## src/rtl/pwm_chan_pkg.sv

```systemverilog
package pwm_chan_pkg;

  localparam int WORD_W    = 32;
  localparam int DT_LO_POS = 16;

  localparam int MB_CENTER = 0;
  localparam int MB_POL    = 1;
  localparam int MB_DTEN   = 2;
  localparam int MB_INVH   = 3;
  localparam int MB_INVL   = 4;
  localparam int MB_SRC    = 8;

  typedef enum logic [1:0] {
    SEL_MODE   = 2'd0,
    SEL_PERIOD = 2'd1,
    SEL_DUTY   = 2'd2,
    SEL_DEAD   = 2'd3
  } reg_sel_e;

  typedef struct packed {
    logic inv_lo;
    logic inv_hi;
    logic dt_en;
    logic pol;
    logic center;
  } mode_flags_t;

endpackage

```

## src/rtl/pwm_chan_regs.sv

```systemverilog
module pwm_chan_regs
  import pwm_chan_pkg::*;
#(
  parameter int CW = 16,
  parameter int SW = 2
) (
  input  logic              clk,
  input  logic              rst_n,
  input  logic              wr_en,
  input  reg_sel_e          wr_sel,
  input  logic [WORD_W-1:0] wr_data,
  input  logic              run,
  input  logic              load,
  output logic [CW-1:0]     per_a,
  output logic [CW-1:0]     duty_a,
  output logic [CW-1:0]     dth_a,
  output logic [CW-1:0]     dtl_a,
  output mode_flags_t       flags,
  output logic [SW-1:0]     src
);

  logic [CW-1:0] per_s, duty_s, dth_s, dtl_s;
  logic [CW-1:0] per_a_n, duty_a_n, dth_a_n, dtl_a_n;
  logic [CW-1:0] per_s_n, duty_s_n, dth_s_n, dtl_s_n;
  mode_flags_t   flags_n;
  logic [SW-1:0] src_n;
  logic [CW-1:0] wd_val, wd_hi, wd_lo;
  logic          data_unused;

  assign wd_val      = wr_data[CW-1:0];
  assign wd_hi       = wr_data[CW-1:0];
  assign wd_lo       = wr_data[DT_LO_POS +: CW];
  assign data_unused = ^wr_data;

  always_comb begin
    per_a_n  = per_a;   duty_a_n = duty_a;
    dth_a_n  = dth_a;   dtl_a_n  = dtl_a;
    per_s_n  = per_s;   duty_s_n = duty_s;
    dth_s_n  = dth_s;   dtl_s_n  = dtl_s;
    flags_n  = flags;   src_n    = src;
    if (wr_en) begin
      unique case (wr_sel)
        SEL_MODE: begin
          if (!run) begin
            flags_n.center = wr_data[MB_CENTER];
            flags_n.pol    = wr_data[MB_POL];
            flags_n.dt_en  = wr_data[MB_DTEN];
            flags_n.inv_hi = wr_data[MB_INVH];
            flags_n.inv_lo = wr_data[MB_INVL];
            src_n          = wr_data[MB_SRC +: SW];
          end
        end
        SEL_PERIOD: begin
          per_s_n = wd_val;
          if (!run) per_a_n = wd_val;
        end
        SEL_DUTY: begin
          duty_s_n = wd_val;
          if (!run) duty_a_n = wd_val;
        end
        SEL_DEAD: begin
          dth_s_n = wd_hi;
          dtl_s_n = wd_lo;
          if (!run) begin
            dth_a_n = wd_hi;
            dtl_a_n = wd_lo;
          end
        end
        default: ;
      endcase
    end
    if (run && load) begin
      per_a_n  = per_s;
      duty_a_n = duty_s;
      dth_a_n  = dth_s;
      dtl_a_n  = dtl_s;
    end
  end

  always_ff @(posedge clk or negedge rst_n) begin
    if (!rst_n) begin
      per_a  <= '0; duty_a <= '0; dth_a <= '0; dtl_a <= '0;
      per_s  <= '0; duty_s <= '0; dth_s <= '0; dtl_s <= '0;
      flags  <= '0; src    <= '0;
    end else begin
      per_a  <= per_a_n;  duty_a <= duty_a_n;
      dth_a  <= dth_a_n;  dtl_a  <= dtl_a_n;
      per_s  <= per_s_n;  duty_s <= duty_s_n;
      dth_s  <= dth_s_n;  dtl_s  <= dtl_s_n;
      flags  <= flags_n;  src    <= src_n;
    end
  end

  logic run_q;
  always_ff @(posedge clk or negedge rst_n) begin
    if (!rst_n) run_q <= 1'b0;
    else        run_q <= run;
  end

  // mode word holds while the channel keeps running
  assert_mode_frozen_R14: assert property (@(posedge clk) disable iff (!rst_n)
    (run && run_q) |-> ($stable(flags) && $stable(src)));

endmodule

```

## src/rtl/pwm_chan_timebase.sv

```systemverilog
module pwm_chan_timebase #(
  parameter int CW   = 16,
  parameter int NSRC = 4,
  parameter int SW   = 2
) (
  input  logic            clk,
  input  logic            rst_n,
  input  logic [NSRC-1:0] tick_src,
  input  logic [SW-1:0]   src,
  input  logic            center,
  input  logic [CW-1:0]   per,
  input  logic            en_req,
  input  logic            dis_req,
  output logic            tick,
  output logic            run,
  output logic [CW-1:0]   cnt,
  output logic            bnd,
  output logic            irq
);

  logic          down, dpend;
  logic          run_n, dpend_n, down_n, irq_n;
  logic [CW-1:0] cnt_n;
  logic [CW-1:0] step_cnt;
  logic          step_down, wrap;

  assign tick = tick_src[src];

  // next position of the counter on a tick
  always_comb begin
    step_cnt  = cnt;
    step_down = down;
    wrap      = 1'b0;
    if (!center) begin
      if (cnt == per) begin
        step_cnt = '0;
        wrap     = 1'b1;
      end else begin
        step_cnt = cnt + 1'b1;
      end
    end else if (per == '0) begin
      step_cnt = '0;
      wrap     = 1'b1;
    end else if (!down) begin
      if (cnt == per) begin
        step_cnt  = cnt - 1'b1;
        step_down = 1'b1;
      end else begin
        step_cnt = cnt + 1'b1;
      end
    end else begin
      step_cnt = cnt - 1'b1;
    end
    if (center && step_down && (step_cnt == '0)) begin
      wrap      = 1'b1;
      step_down = 1'b0;
    end
  end

  assign bnd = run && tick && wrap;

  always_comb begin
    run_n   = run;
    dpend_n = dpend;
    cnt_n   = cnt;
    down_n  = down;
    irq_n   = bnd;
    if (!run) begin
      dpend_n = 1'b0;
      cnt_n   = '0;
      down_n  = 1'b0;
      if (en_req) run_n = 1'b1;
    end else begin
      if (en_req)       dpend_n = 1'b0;
      else if (dis_req) dpend_n = 1'b1;
      if (bnd && dpend && !en_req) begin
        run_n   = 1'b0;
        dpend_n = 1'b0;
      end
      if (tick) begin
        cnt_n  = step_cnt;
        down_n = step_down;
      end
    end
  end

  always_ff @(posedge clk or negedge rst_n) begin
    if (!rst_n) begin
      run   <= 1'b0;
      dpend <= 1'b0;
      cnt   <= '0;
      down  <= 1'b0;
      irq   <= 1'b0;
    end else begin
      run   <= run_n;
      dpend <= dpend_n;
      cnt   <= cnt_n;
      down  <= down_n;
      irq   <= irq_n;
    end
  end

  // the running flag only ever drops on a cycle boundary
  assert_stop_on_boundary_R12: assert property (@(posedge clk) disable iff (!rst_n)
    $fell(run) |-> irq);

endmodule

```

## src/rtl/pwm_chan_deadband.sv

```systemverilog
module pwm_chan_deadband #(
  parameter int CW = 16
) (
  input  logic          clk,
  input  logic          rst_n,
  input  logic          s,
  input  logic          tick,
  input  logic [CW-1:0] dt,
  output logic          q
);

  logic [CW-1:0] d, d_n;
  logic          q_n;

  always_comb begin
    d_n = d;
    q_n = q;
    if (!s) begin
      d_n = '0;
      q_n = 1'b0;
    end else if (d >= dt) begin
      q_n = 1'b1;
    end else if (tick) begin
      d_n = d + 1'b1;
    end
  end

  always_ff @(posedge clk or negedge rst_n) begin
    if (!rst_n) begin
      d <= '0;
      q <= 1'b0;
    end else begin
      d <= d_n;
      q <= q_n;
    end
  end

endmodule

```

## src/rtl/pwm_chan.sv

```systemverilog
module pwm_chan
  import pwm_chan_pkg::*;
#(
  parameter int CW   = 16,
  parameter int NSRC = 4
) (
  input  logic              clk,
  input  logic              rst_n,
  input  logic [NSRC-1:0]   tick_src,
  input  logic              en_req,
  input  logic              dis_req,
  input  logic              wr_en,
  input  logic [1:0]        wr_sel,
  input  logic [WORD_W-1:0] wr_data,
  output logic              out_hi,
  output logic              out_lo,
  output logic              active,
  output logic              period_irq
);

  localparam int SW     = (NSRC > 1) ? $clog2(NSRC) : 1;
  localparam int NSIDES = 2;

  logic [CW-1:0] per_a, duty_a, dth_a, dtl_a, cnt;
  mode_flags_t   flags;
  logic [SW-1:0] src;
  logic          run, bnd, tick, irq, wave;
  logic [NSIDES-1:0] side_s, side_q, side_inv;
  logic [CW-1:0]     side_dt [NSIDES];

  pwm_chan_regs #(.CW(CW), .SW(SW)) u_regs (
    .clk    (clk),
    .rst_n  (rst_n),
    .wr_en  (wr_en),
    .wr_sel (reg_sel_e'(wr_sel)),
    .wr_data(wr_data),
    .run    (run),
    .load   (bnd),
    .per_a  (per_a),
    .duty_a (duty_a),
    .dth_a  (dth_a),
    .dtl_a  (dtl_a),
    .flags  (flags),
    .src    (src)
  );

  pwm_chan_timebase #(.CW(CW), .NSRC(NSRC), .SW(SW)) u_tb (
    .clk     (clk),
    .rst_n   (rst_n),
    .tick_src(tick_src),
    .src     (src),
    .center  (flags.center),
    .per     (per_a),
    .en_req  (en_req),
    .dis_req (dis_req),
    .tick    (tick),
    .run     (run),
    .cnt     (cnt),
    .bnd     (bnd),
    .irq     (irq)
  );

  assign wave      = (cnt < duty_a) ^ flags.pol;
  assign side_s[0] = run && wave;
  assign side_s[1] = run && !wave;
  assign side_dt[0] = flags.dt_en ? dth_a : '0;
  assign side_dt[1] = flags.dt_en ? dtl_a : '0;
  assign side_inv  = {flags.inv_lo, flags.inv_hi};

  for (genvar g = 0; g < NSIDES; g++) begin : g_side
    pwm_chan_deadband #(.CW(CW)) u_db (
      .clk  (clk),
      .rst_n(rst_n),
      .s    (side_s[g]),
      .tick (tick),
      .dt   (side_dt[g]),
      .q    (side_q[g])
    );
  end

  assign out_hi     = side_q[0] ^ side_inv[0];
  assign out_lo     = side_q[1] ^ side_inv[1];
  assign active     = run;
  assign period_irq = irq;

  logic run_q;
  always_ff @(posedge clk or negedge rst_n) begin
    if (!rst_n) run_q <= 1'b0;
    else        run_q <= run;
  end

  // the two undelayed sides never conduct together
  assert_no_overlap_R6: assert property (@(posedge clk) disable iff (!rst_n)
    !(side_q[0] && side_q[1]));

  // the counter never passes the active period while running
  assert_cnt_in_range_R3: assert property (@(posedge clk) disable iff (!rst_n)
    run |-> (cnt <= per_a));

  // active values change during a run only on a boundary
  assert_active_stable_R11: assert property (@(posedge clk) disable iff (!rst_n)
    (run && run_q && !irq) |-> ($stable(per_a) && $stable(duty_a) &&
                                $stable(dth_a) && $stable(dtl_a)));

endmodule

```

## config.mk

```make
export PLATFORM = sky130hd
export DESIGN_NAME = pwm_chan
export DESIGN_NICKNAME = d
export VERILOG_FILES = /design/src/rtl/pwm_chan_pkg.sv /design/src/rtl/pwm_chan_regs.sv /design/src/rtl/pwm_chan_timebase.sv /design/src/rtl/pwm_chan_deadband.sv /design/src/rtl/pwm_chan.sv
export SDC_FILE = /design/constraint.sdc
export NUM_CORES = 1
export LEC_CHECK = 0
export BUFFER_PORTS_ARGS = -buffer_cell sky130_fd_sc_hd__clkbuf_2
export CORE_AREA = 4 4 138 140
export CTS_CLUSTER_DIAMETER = 100
export DETAILED_ROUTE_END_ITERATION = 7
export DIE_AREA = 0 0 142 144
export GPL_TIMING_DRIVEN = 0
export PLACE_DENSITY = 0.81
export SLEW_MARGIN = 20
export SYNTH_ARGS = -nofsm -noshare
export SYNTH_HDL_FRONTEND = slang
export SYNTH_SLANG_ARGS = --single-unit
```

## constraint.sdc

```tcl
create_clock -name clk -period 4.4 [get_ports clk]
set_input_delay 0.88 -clock clk [delete_from_list [all_inputs] [get_ports clk]]
set_output_delay 0.88 -clock clk [all_outputs]
set_load 0.02 [all_outputs]
```

==> results.rst <==
.. list-table::
   :header-rows: 1

   * - Metric
     - Value
   * - Minimum clock period
     - a little over 4000 ps
   * - Top fanout value on the critical path
     - 10
   * - CTS Buffer Depth
     - 2
   * - Buffers inserted during post-CTS setup optimization
     - 0
   * - Latest clock arrival within the worst-skew pair
     - 440 ps
   * - Fraction of the mapped netlist area in compound gates
     - 16.97%
   * - Gate power share
     - 33.5%
   * - Async set-or-reset flop fraction in the synthesized netlist
     - 100.0%
   * - Met2 WL post-DR
     - 13330 microns
   * - Avg Vias per Cell
     - between 6 and 7
   * - Clk sinks
     - 189
   * - Status
     - completed
   * - Power Dens Cells
     - about 500 nW/um^2
   * - Worst path max stage delay
     - 560 ps
   * - Max frequency
     - between 200 and 250 MHz
   * - Portion of the clock cycle consumed by the worst path in the final layout
     - around nine tenths
   * - Number of warnings issued by yosys
     - 0
   * - Total CTS buffers
     - 17
   * - Max-capacitance violation count
     - 0
   * - Worst Setup Slack post-DPL
     - 550.6 ps
   * - Synthesis-stage register bit count
     - roughly 190
   * - Critical path cell sequence
     - buf_2, inv_1, ha_1, nor3b_2, nand2_1, o32a_1, o32ai_1, a41oi_1, a211o_1, o31ai_2, a22o_1, buf_6, o221a_1
   * - Synth Area in Adders
     - roughly 5.9%
   * - Overall die area
     - 20450 sq um
   * - Multiplexer share of the synthesized area
     - roughly a tenth
   * - Static power due to leakage
     - approximately 0.0053 uW
   * - Placer congestion estimate
     - approximately 0.96
   * - Largest family of logic cells by synthesized area
     - compound AO/OA/AOI/OAI gates
   * - Most frequently used flop master after synthesis
     - dfrtp_1
   * - Cell-internal power
     - about 3800 uW
   * - Count of distinct cell types in the synthesized netlist
     - 66
   * - Antenna cell count
     - 0
   * - Clock transition at the register clock pins on the worst setup and hold paths after CTS
     - approximately 70 ps
   * - Count of mapped cells out of synthesis
     - 1028
   * - Final Util
     - 67.08%
   * - Crit start category
     - flop
   * - Cells resized by post-CTS repair
     - 0
   * - Clock share of power
     - 27.1%
   * - Routed length per instance
     - 20.76 microns
   * - Final worst clock skew
     - 11.63 ps
   * - Top metal layer carrying routed signals
     - met4
   * - Ratio of cells with drive above 1 in the final layout
     - 18.41%
   * - Chip height
     - 144 microns
   * - Number of primary I/O pins
     - between 40 and 50
   * - Routed vias
     - between 8000 and 9000
   * - Instance area after placement
     - 11350 sq um
   * - CTS tree
     - yes
   * - Synthesized-area fraction occupied by xor and xnor cells
     - under 10%
   * - Drt initial violations
     - 756
   * - Leading post-synthesis cells by instance count
     - dfrtp_1, nand2_1, mux2_2
   * - Maximum number of pins on one net before global-route repair
     - 91
   * - Cell with the most instances after synthesis
     - dfrtp_1
   * - Number of enable flip-flop cells after synthesis
     - 0
   * - Signed area change from the synthesized netlist to the final layout
     - 11.16%
   * - Detailed-placement wirelength estimate
     - 19800 microns
   * - Max-slew violation count
     - 0
   * - Final setup violation count
     - 0
   * - Top post-synthesis cells by area
     - dfrtp_1, mux2_2, ha_1
   * - Post-route antenna net violation count
     - 0
   * - Syn nets
     - 1122
   * - Count of buffers inserted at the top-level ports
     - 46
   * - Share of synthesized area occupied by flip-flops and latches
     - 43.93%
   * - Std cell rows
     - 49
   * - Number of hold violations in the final report
     - 0
   * - Library cell with the largest summed area after synthesis
     - dfrtp_1
   * - Net switching power
     - 2211 uW
   * - Final design area excluding fillers
     - 11970 sq um
   * - Clk root buf
     - clkbuf_16
   * - Required time of the worst setup path
     - 4780 ps
   * - Setup_tns
     - 0 ps
   * - Die Span X
     - 142 microns
   * - Starting density of the core
     - about three fifths
   * - Cts-stage hold buffer count
     - 0
   * - Slowest stage cell, crit path
     - nor3b_2
   * - Total Power Consumption
     - 6002 uW
   * - Tightest Pin Transition
     - 879.9 ps
   * - Power share of the sequential group
     - 39.4%
   * - Type of the worst min-delay path
     - in2async
   * - Data arrival time of the critical path
     - 4400 ps
   * - Nets@finish
     - 1189
   * - Wire length on met1
     - 12180 microns
   * - Initial antenna violation count
     - 0
   * - Proportion of netlist area held by the largest area contributor
     - 43.93%
   * - Switching share of power
     - 36.84%
   * - Remaining design rule violation count
     - 0
   * - Drt first pass iters
     - 5
   * - Final setup margin
     - 379.1 ps
   * - Sum of overflow across all layers after global routing
     - 0
   * - Total routed wirelength
     - 27760 microns
   * - Critical path class
     - reg2reg
   * - Number of levels in the clock H-tree
     - 4
   * - IR Drop Worst-Case VDD
     - 0.5535 mV
   * - Global-route wire length before repair
     - approximately 45000 microns
   * - Simple-gate share of the synthesized area
     - between 10 and 15%
   * - Layout filler cell count
     - 1356
   * - Overall track demand over capacity in global routing
     - 28.14%
   * - Vias in the first global route
     - 8423
   * - Critical path capture point type
     - flop
   * - Core area
     - between 15000 and 20000 sq um
   * - Unrepaired setup endpoints after global routing
     - no
   * - Worst-case headroom to the max-slew limit
     - 40.99%
   * - Per-instance average area after synthesis
     - 10.47 sq um
   * - Detailed-routed wire length on met3
     - 1719 microns
   * - Cell area after synthesis
     - 10770 sq um
placed cells by master, fill, tap and decap left out, types with 4 or more instances in the layout:
| cell type | count |
|---|---|
| a211oi_1 | 13 |
| a21o_1 | 21 |
| a21oi_1 | 27 |
| a22oi_1 | 4 |
| and3_1 | 13 |
| buf_2 | 14 |
| buf_6 | 10 |
| clkbuf_1 | 35 |
| clkbuf_16 | 17 |
| clkbuf_2 | 45 |
| clkbuf_8 | 4 |
| dfrtp_1 | 189 |
| ha_1 | 51 |
| inv_1 | 28 |
| inv_6 | 5 |
| mux2_1 | 6 |
| mux2_2 | 83 |
| mux2i_1 | 4 |
| nand2_1 | 121 |
| nand2b_1 | 9 |
| nand3_1 | 22 |
| nand4_1 | 19 |
| nor2_1 | 48 |
| nor2b_1 | 6 |
| nor3_1 | 53 |
| nor4_1 | 15 |
| o21a_1 | 4 |
| o21ai_0 | 16 |
| o221a_1 | 48 |
| o22a_1 | 48 |
| or2_2 | 5 |
| or3_1 | 4 |
| xnor2_1 | 17 |
| xor2_1 | 40 |
layer usage:
layer	GRT usage [%]	up-vias
li1	-	3953
met1	38.99	4264
met2	45.61	291
met3	5.258	45
met4	8.131	0
met5	0	-
critical path: cells and delay by family, from the launching register on:
family	cells	cell delay, ps
AO/OA/AOI/OAI	7	1910
AND/OR/NAND/NOR	2	840
buffers and inverters	3	540
flip-flops	1	400
adder cells (fa/ha/maj)	1	240
cell type report:
class	instances	area (sq um)	area share (%)
Multi-Input combinational cell	749	5604	46.83
Sequential cell	189	4730	39.52
Clock buffer	21	470.5	3.931
Buffer	61	329.1	2.750
Timing Repair Buffer	48	294.0	2.457
Tap cell	229	286.5	2.394
Clock inverter	11	145.1	1.213
Inverter	29	108.9	0.9096
power by group through the flow:
stage | Combinational [uW] | Sequential (uW) | Clock, uW
2_1_floorplan | 1460 | 2280 | 0
3_3_place_gp | 1890 | 2360 | 0
3_5_place_dp | 1970 | 2380 | 0
4_1_cts | 1990 | 2360 | 1650
5_1_grt | 2210 | 2400 | 1710
6_report | 2010 | 2370 | 1630
registers in the layout (all words and copies together), names as in the netlist, 5 cells and up:
register / cells
g_side.u_db.d: 32
u_regs.dth_a: 16
u_regs.dth_s: 16
u_regs.dtl_a: 16
u_regs.dtl_s: 16
u_regs.duty_a: 16
u_regs.duty_s: 16
u_regs.per_a: 16
u_regs.per_s: 16
u_tb.cnt: 16
u_regs.flags: 5
cell families (layout without fill, tap and decap cells):
group                      Yosys count  after routing
and+or+nand+nor                    329            329
AOI/OAI and AO/OA                  219            219
DFF                                189            189
muxes                               93             93
buffers and inverters               90            170
xor gates and xnor gates            57             57
adders and majority gates           51             51
through the flow:
| step | std cells | hold WS (ps) |
|---|---|---|
| 2_1_floorplan | 1028 | 452.2 |
| 3_3_place_gp | 1303 | 458.1 |
| 3_5_place_dp | 1305 | 468.1 |
| 4_1_cts | 1337 | 300.2 |
| 5_1_grt | 1337 | 308.7 |
| 6_report | 1337 | 307.3 |
worst paths after layout:
| path | slack [ps] | cells past startpoint | endpoint | start |
|---|---|---|---|---|
| setup reg to reg | 380 | 13 | u_regs.duty_a[11] | u_tb.cnt[0] |
| max in group asynchronous | 3370 | 2 | u_tb.cnt[4] | rst_n |
| setup / recovery | 380 | 13 | u_regs.duty_a[11] | u_tb.cnt[0] |
| min in group clk | 480 | 1 | u_regs.dth_a[15] | u_regs.dth_s[15] |
| hold reg to reg | 480 | 1 | u_regs.dth_a[15] | u_regs.dth_s[15] |
| hold / removal | 310 | 1 | g_side[1].u_db.d[5] | rst_n |
Note: power is estimated with default switching activity, not from simulation.
